**src/rtl/sl_pkg.sv**
```systemverilog
package sl_pkg;
    localparam int POS_W   = 7;
    localparam int POS_MAX = (1 << POS_W) - 1;

    typedef enum logic [2:0] {
        Z_LEFT_STOP,
        Z_SEG_A,
        Z_SEG_B,
        Z_SEG_C,
        Z_RIGHT_STOP
    } zone_t;

    typedef enum logic {
        ST_IDLE,
        ST_TRACK
    } state_t;
endpackage

```
**src/rtl/sl_zone_classify.sv**
```systemverilog
module sl_zone_classify
    import sl_pkg::*;
#(
    parameter int RAW_W   = 10,
    parameter int EDGE_LO = 102,
    parameter int NODE_A  = 341,
    parameter int NODE_B  = 682,
    parameter int EDGE_HI = 921
) (
    input  logic [RAW_W-1:0] raw,
    output zone_t            zone
);
    logic [31:0] raw_w;

    always_comb begin
        raw_w = 32'(raw);
        if (raw_w <= 32'(EDGE_LO))      zone = Z_LEFT_STOP;
        else if (raw_w <= 32'(NODE_A))  zone = Z_SEG_A;
        else if (raw_w <= 32'(NODE_B))  zone = Z_SEG_B;
        else if (raw_w <  32'(EDGE_HI)) zone = Z_SEG_C;
        else                            zone = Z_RIGHT_STOP;
    end
endmodule

```
**src/rtl/sl_segment_interp.sv**
```systemverilog
module sl_segment_interp #(
    parameter int RAW_W = 10,
    parameter int X0    = 102,
    parameter int X1    = 341,
    parameter int Y0    = 1,
    parameter int Y1    = 45
) (
    input  logic [RAW_W-1:0] raw,
    output logic [31:0]      val
);
    localparam int RUN  = X1 - X0;
    localparam int RISE = Y1 - Y0;

    logic [31:0] offs;
    logic [31:0] scaled;

    always_comb begin
        offs   = 32'(raw) - 32'(X0);
        scaled = (offs * 32'(RISE)) / 32'(RUN);
        val    = 32'(Y0) + scaled;
    end
endmodule

```
**src/rtl/sl_report_fsm.sv**
```systemverilog
module sl_report_fsm
    import sl_pkg::*;
(
    input  logic             clk,
    input  logic             rst_n,
    input  logic             touch_in,
    input  logic [POS_W-1:0] mapped,
    output logic [POS_W-1:0] pos_out,
    output logic             touch_out
);
    state_t state_q, state_d;

    always_comb begin
        state_d = state_q;
        unique case (state_q)
            ST_IDLE:  state_d = touch_in ? ST_TRACK : ST_IDLE;   // capture / wait
            ST_TRACK: state_d = touch_in ? ST_TRACK : ST_IDLE;   // follow / release
            default:  state_d = ST_IDLE;
        endcase
    end

    always_ff @(posedge clk or negedge rst_n) begin
        if (!rst_n) state_q <= ST_IDLE;
        else        state_q <= state_d;
    end

    always_ff @(posedge clk or negedge rst_n) begin
        if (!rst_n)        pos_out <= '0;
        else if (touch_in) pos_out <= mapped;
    end

    assign touch_out = (state_q == ST_TRACK);


    update_chk: assert property (@(posedge clk) disable iff (!rst_n)
        touch_in |=> (pos_out == $past(mapped)));


    hold_chk: assert property (@(posedge clk) disable iff (!rst_n)
        !touch_in |=> $stable(pos_out));


    flag_rise_chk: assert property (@(posedge clk) disable iff (!rst_n)
        touch_in |=> touch_out);


    flag_fall_chk: assert property (@(posedge clk) disable iff (!rst_n)
        !touch_in |=> !touch_out);
endmodule

```
**src/rtl/slider_linearizer.sv**
```systemverilog
module slider_linearizer
    import sl_pkg::*;
#(
    parameter int RAW_W    = 10,
    parameter int END_PCT  = 10,
    parameter int ANCHOR_A = 45,
    parameter int ANCHOR_B = 83
) (
    input  logic             clk,
    input  logic             rst_n,
    input  logic [RAW_W-1:0] raw_pos,
    input  logic             touch_in,
    output logic [6:0]       pos_out,
    output logic             touch_out
);
    localparam int FULL    = 1 << RAW_W;
    localparam int EDGE_LO = FULL * END_PCT / 100;
    localparam int EDGE_HI = FULL * (100 - END_PCT) / 100;
    localparam int NODE_A  = FULL / 3;
    localparam int NODE_B  = (2 * FULL) / 3;
    localparam int MID_LO  = 1;
    localparam int MID_HI  = POS_MAX - 1;

    zone_t            zone;
    logic [31:0]      seg_val [3];
    logic [POS_W-1:0] mapped;

    sl_zone_classify #(
        .RAW_W(RAW_W), .EDGE_LO(EDGE_LO), .NODE_A(NODE_A),
        .NODE_B(NODE_B), .EDGE_HI(EDGE_HI)
    ) u_zone (
        .raw  (raw_pos),
        .zone (zone)
    );

    for (genvar g = 0; g < 3; g++) begin : g_seg
        localparam int X0 = (g == 0) ? EDGE_LO : (g == 1) ? NODE_A   : NODE_B;
        localparam int X1 = (g == 0) ? NODE_A  : (g == 1) ? NODE_B   : EDGE_HI;
        localparam int Y0 = (g == 0) ? MID_LO  : (g == 1) ? ANCHOR_A : ANCHOR_B;
        localparam int Y1 = (g == 0) ? ANCHOR_A : (g == 1) ? ANCHOR_B : MID_HI;
        sl_segment_interp #(
            .RAW_W(RAW_W), .X0(X0), .X1(X1), .Y0(Y0), .Y1(Y1)
        ) u_interp (
            .raw (raw_pos),
            .val (seg_val[g])
        );
    end

    function automatic logic [POS_W-1:0] clamp_mid(input logic [31:0] v);
        if (v < 32'(MID_LO))      return POS_W'(MID_LO);
        else if (v > 32'(MID_HI)) return POS_W'(MID_HI);
        else                      return v[POS_W-1:0];
    endfunction

    always_comb begin
        unique case (zone)
            Z_LEFT_STOP:  mapped = '0;
            Z_SEG_A:      mapped = clamp_mid(seg_val[0]);
            Z_SEG_B:      mapped = clamp_mid(seg_val[1]);
            Z_SEG_C:      mapped = clamp_mid(seg_val[2]);
            Z_RIGHT_STOP: mapped = POS_W'(POS_MAX);
            default:      mapped = '0;
        endcase
    end

    sl_report_fsm u_fsm (
        .clk       (clk),
        .rst_n     (rst_n),
        .touch_in  (touch_in),
        .mapped    (mapped),
        .pos_out   (pos_out),
        .touch_out (touch_out)
    );


    left_stop_chk: assert property (@(posedge clk) disable iff (!rst_n)
        (32'(raw_pos) <= 32'(EDGE_LO)) |-> (mapped == '0));


    right_stop_chk: assert property (@(posedge clk) disable iff (!rst_n)
        (32'(raw_pos) >= 32'(EDGE_HI)) |-> (mapped == POS_W'(POS_MAX)));


    mid_range_chk: assert property (@(posedge clk) disable iff (!rst_n)
        ((32'(raw_pos) > 32'(EDGE_LO)) && (32'(raw_pos) < 32'(EDGE_HI)))
        |-> ((mapped >= POS_W'(MID_LO)) && (mapped <= POS_W'(MID_HI))));


    anchor_chk: assert property (@(posedge clk) disable iff (!rst_n)
        (32'(raw_pos) == 32'(NODE_A)) |-> (mapped == POS_W'(ANCHOR_A)));
endmodule

```
**config.mk**
```make
export PLATFORM = sky130hd
export DESIGN_NAME = slider_linearizer
export DESIGN_NICKNAME = d
export VERILOG_FILES = /design/src/rtl/sl_pkg.sv /design/src/rtl/sl_zone_classify.sv /design/src/rtl/sl_segment_interp.sv /design/src/rtl/sl_report_fsm.sv /design/src/rtl/slider_linearizer.sv
export SDC_FILE = /design/constraint.sdc
export NUM_CORES = 1
export LEC_CHECK = 0
export ABC_AREA = 1
export BUFFER_PORTS_ARGS = -buffer_cell sky130_fd_sc_hd__clkbuf_2
export CAP_MARGIN = 10
export CORE_MARGIN = 2
export CORE_UTILIZATION = 45
export CTS_BUF_LIST = sky130_fd_sc_hd__clkbuf_16
export CTS_CLUSTER_SIZE = 25
export DETAILED_ROUTE_END_ITERATION = 16
export PLACE_DENSITY = 0.6
export SETUP_SLACK_MARGIN = 0.15
export SLEW_MARGIN = 10
export SYNTH_ARGS = -nofsm -noshare
export SYNTH_HDL_FRONTEND = slang
export SYNTH_HIERARCHICAL = 1
export SYNTH_SLANG_ARGS = --single-unit
```
**constraint.sdc**
```tcl
create_clock -name clk -period 0.8 [get_ports clk]
set_input_delay 0 -clock clk [delete_from_list [all_inputs] [get_ports clk]]
set_output_delay 0 -clock clk [all_outputs]
set_load 0.02 [all_outputs]
```
# [Word-level counts from Yosys, hierarchy flattened]
# Cells that the tools add are included.
[classes] multipliers=3 mux=12 n_addsub=6 order_cmp=10 div_mod_pow=3 n_eq_ne=4
[op_table] op="$gt 32x7->1 const B" n=3
[op_table] op="$lt 32x1->1 const B" n=3
[op_table] op="$div 32x8->32 const B" n=2
[op_table] op="$mux 7" n=6
[op_table] op="$add 1x32->32 const A" n=1
[op_table] op="$add 6x32->32 const A" n=1
[op_table] op="$add 7x32->32 const A" n=1
[op_table] op="$div 32x9->32 const B" n=1
[op_table] op="$mul 32x4->30 const B" n=1
[op_table] op="$mul 32x5->31 const B" n=1
[op_table] op="$mul 32x6->32 const B" n=1
[op_table] op="$pmux 7 s4" n=1
[op_table] op="$mux 3" n=4
[op_table] op="$sub 10x10->11 const B" n=1
[op_table] op="$sub 10x7->11 const B" n=1
[op_table] op="$sub 10x9->11 const B" n=1
[op_table] op="$le 10x10->1 const B" n=1
[op_table] op="$le 10x7->1 const B" n=1
[op_table] op="$le 10x9->1 const B" n=1
[op_table] op="$lt 10x10->1 const B" n=1
[op_table] op="$eq 3x2->1 const B" n=2
[op_table] op="$eq 3x1->1 const B" n=1
[op_table] op="$eq 3x3->1 const B" n=1
[op_table] op="$mux 1" n=1
[totals] inputBits=13 ff_bits=8 word_cells=40 output_inout_bits=8

# [Logic depth before layout (Yosys ltp)]
[logic_depth] depth_word=8 ltp_mapped=137 ltp_nobuf=134

# [Cells and area by module]
# The synthesis kept the hierarchy.
[modules_own_cells] mod="sl_segment_interp at g_seg[1].u_interp" area_each_um2=6825.3 seq_area_each_um2=0.0 n_inst=1 cells_per_inst=1140
[modules_own_cells] mod="sl_segment_interp at g_seg[2].u_interp" area_each_um2=5803.1 seq_area_each_um2=0.0 n_inst=1 cells_per_inst=990
[modules_own_cells] mod="sl_segment_interp at g_seg[0].u_interp" area_each_um2=5193.7 seq_area_each_um2=0.0 n_inst=1 cells_per_inst=885
[modules_own_cells] mod="slider_linearizer" area_each_um2=813.3 seq_area_each_um2=0.0 n_inst=1 cells_per_inst=188
[modules_own_cells] mod="sl_report_fsm" area_each_um2=294.0 seq_area_each_um2=200.2 n_inst=1 cells_per_inst=31
[modules_own_cells] mod="sl_zone_classify" area_each_um2=242.7 seq_area_each_um2=0.0 n_inst=1 cells_per_inst=57

# [Least setup slack after synthesis]
# OpenSTA, ideal clock, no wires.
[synth_timing] path_kind="input to register" start="in raw_pos[1]" end="reg u_fsm.pos_out[2]" slack_ns=-12.676 path_buffers=5 path_stages=117 arrival_time_ns=13.359 required_time_ns=0.683 cell_sequence="inv_1 ha_1 o21bai_2 nand2_1 nand2_1 xor2_1 inv_1 ha_1 ha_1 fa_1 inv_1 fa_1 inv_1 ha_1 inv_1 o21bai_1 nand2_1 nand2_1 (+81 left out) inv_1 nand2_1 nand2_1 nand2_1 nand2_1 and3_1 nand2_1 xor2_1 nor2_1 nand2_1 nor2_2 nand3_2 nor2_4 nand2_1 a21oi_1 nand3_1 nand2_1 nand2_1"
[synth_rtl] element="start: declaration" line="slider_linearizer.sv:11" text="input logic [RAW_W-1:0] raw_pos,"
[synth_rtl] element="end signal: assignment" line="sl_report_fsm.sv:29" text="else if (touch_in) pos_out <= mapped;"
[synth_rtl] element="end: declaration" line="sl_report_fsm.sv:8" text="output logic [POS_W-1:0] pos_out,"

==> metrics <==
status finished, violations left; failing checks negative setup slack; average via count per standard cell between 4 and 5; worst setup margin -12.71 ns; CTS Buf Count 3; Sinks on Clock Net 8; routed via count 23.3k; Hold Crit Depth 3; vertical die dimension about 210 um; TritonCTS clock tree done; pre-CTS setup slack -12.96 ns; total length of routed wires approximately 56000 um; highest clock frequency the design can meet ~74 MHz; maximum buffer depth of the clock tree 2; FP Rows 75; number of detailed-routing iterations run before antenna repair 6; x dimension of the die 210 um; total of flip-flops plus latches after synthesis 8; final HPWL from detailed placement between 40000 and 50000 um; CTS clock-pin slew for the worst setup and hold paths around 0.03 ns; Total Die Area between 40000 and 50000 um2; unrepaired setup endpoints after global routing true; largest area contributor in the synthesized netlist nand2_1; Final Setup Violations 9; number of max-slew violations in the final report 0; sum of overflow across all layers after global routing 0; final weighted congestion of routability-driven global placement slightly below 0.9; post-route fraction of the period consumed by the critical path 16.9; critical path's slowest cell fa_1; signed area change from the synthesized netlist to the final layout 52.2%; number of DRC violations after detailed-routing iteration 0 slightly above 1k; Final Instance Area ~30000 um2; clock latency at the later pin of the worst-skew pair approximately 0.23 ns; top post-synthesis cells by count nand2_1 (971), inv_1 (435), nand3_1 (309), nor2_1 (235), nand2_2 (200); Core ar. 42000 um2; fin crit period 13.51 ns; worst setup path class input pin to flip-flop; post-layout instance count excluding filler cells between 4k and 5k; first-pass GRT wire length around 96000 um; Post-Syn Area 19200 um2; depth of the worst register-to-register path 3; cell area reported after detailed placement ~27000 um2; antenna violation net count after detailed routing 0; largest fanout of any net on the critical path 8; total of warnings raised by yosys 6; share of flip-flops with an asynchronous set or reset after synthesis 1.00; launching element type of the critical path input pin; critical path data required time a little over 0.9 ns; number of maximum-capacitance violations 0; port bufs 20; antenna violations before repair 5; # nets final ~4.5k; Top-Level Pins 21; clock tree root buffer cell clkbuf_16; arrival time at the worst endpoint about 14 ns; number of global-route vias before repair roughly 23k; average detailed-routed wire length per instance ~12 um; largest net degree at the start of global routing 20; area share of the largest cell type after synthesis 0.190; largest cells by area after synthesis nand2_1 (19%), inv_1 (8.5%), nand3_1 (8.1%), ha_1 (7.0%), nand2_2 (6.5%); final-layout worst hold slack between 0.08 and 0.09 ns; DR DRC count 0; Tightest Hold Check Type input pin to flip-flop; count of cell types in the netlist 64; proportion of synthesized chip area in sequential cells 0.0104; sort of element at the end of the critical path flip-flop; Synth Instances approximately 3.3k; effective utilization at floorplan 0.456; crit-path max cell delay between 0.5 and 0.6 ns; crit-path most repeated cell nand2_2; ratio of cells with drive above 1 in the final layout 0.452; Worst Skew 0 ns; H-tree Lvls 1; Overall Global Routing Usage 0.245; most frequently used cell type in the post-synthesis netlist nand2_1; Placed Instances about 4.7k; Post-synth EDFFs 0; Final Hold Fails 0; Avg Cell Area, Syn just under 6 um2; primary flip-flop cell chosen by synthesis mapping dfrtp_1
## cells by family (layout without fill, tap and decap cells)
group / Yosys count / in the layout / share of synthesized area
and+or+nand+nor: 2107 / 2110 / 0.582
buffers and inverters: 618 / 1592 / 0.141
AOI/OAI and AO/OA: 277 / 277 / 0.0932
adders and majority gates: 140 / 140 / 0.104
xor gates and xnor gates: 138 / 138 / 0.0691
DFF: 8 / 8 / 0.0104
other: 3 / 39 / 0.000587
## final timing paths
check / from / to / slack [ns]
worst max-delay path: raw_pos[1] / u_fsm/pos_out[6]$_DFFE_PN0P_ / -12.71
worst min-delay path: touch_in / u_fsm/pos_out[0]$_DFFE_PN0P_ / 0.09
worst max register to register: u_fsm/pos_out[5]$_DFFE_PN0P_ / u_fsm/pos_out[5]$_DFFE_PN0P_ / 0
worst min register to register: u_fsm/pos_out[6]$_DFFE_PN0P_ / u_fsm/pos_out[6]$_DFFE_PN0P_ / 0.52
max in group asynchronous: rst_n / u_fsm/touch_out$_DFF_PN0_ / 0.40
min in group asynchronous: rst_n / u_fsm/pos_out[1]$_DFFE_PN0P_ / 0.22
## sequential cells by signal, indices dropped and copies added, names as in the netlist
| signal | cells |
|---|---|
| u_fsm/pos_out | 7 |
| u_fsm/touch_out | 1 |
## cells in the final DEF, fill, tap and decap left out, types with 86 or more instances in the layout
cell type and count:
buf_4 971, nand3_2 94, nor2_1 209, nand2_1 881, inv_2 115, inv_1 411
nand3_1 262, ha_1 87, nand2_4 149, xor2_1 86, nand2_2 238
## repair_timing
item,in CTS,in global routing
gates resized for setup,175,161
pin swaps,128,103
buffers inserted,68,26
endpoints found under the hold margin,9,0
hold buffers,2,0
setup endpoints to repair,15,15
gates cloned,3,0
## layer usage
metal	up-vias	GRT usage	wire, um
li1	12299	-	-
met1	10615	0.292	24300
met2	268	0.487	29700
met3	69	0.00492	959
met4	0	0.0537	1230
met5	-	0	0
## area by class of cell
type,instances,area [um2]
multi-input cells,2699,18100
fillers,3611,12900
repair buffers,1027,7980
inverters,562,2190
well taps,539,674
flip-flops and latches,8,200
clock buffers,3,75.1
diodes,5,12.5
## per-stage QoR
step	TNS, ns	util
after floorplan	-84.98	-
after global placement	-87.60	0.639
after detailed placement	-90.47	0.639
after CTS	-85.52	0.673
after global routing	-95.49	0.694
final	-88.78	0.694
## critical path: cells and delay by family
kind	cells	cell delay (ns)
compound gates	9	1.51
xor+xnor	1	0.14
fa+ha+maj	8	2.28
buf+inv	16	1.61
simple gates	77	8.08
Power is not shown: default switching activity piles up to over one toggle a cycle in this logic, so the estimate is an artifact.
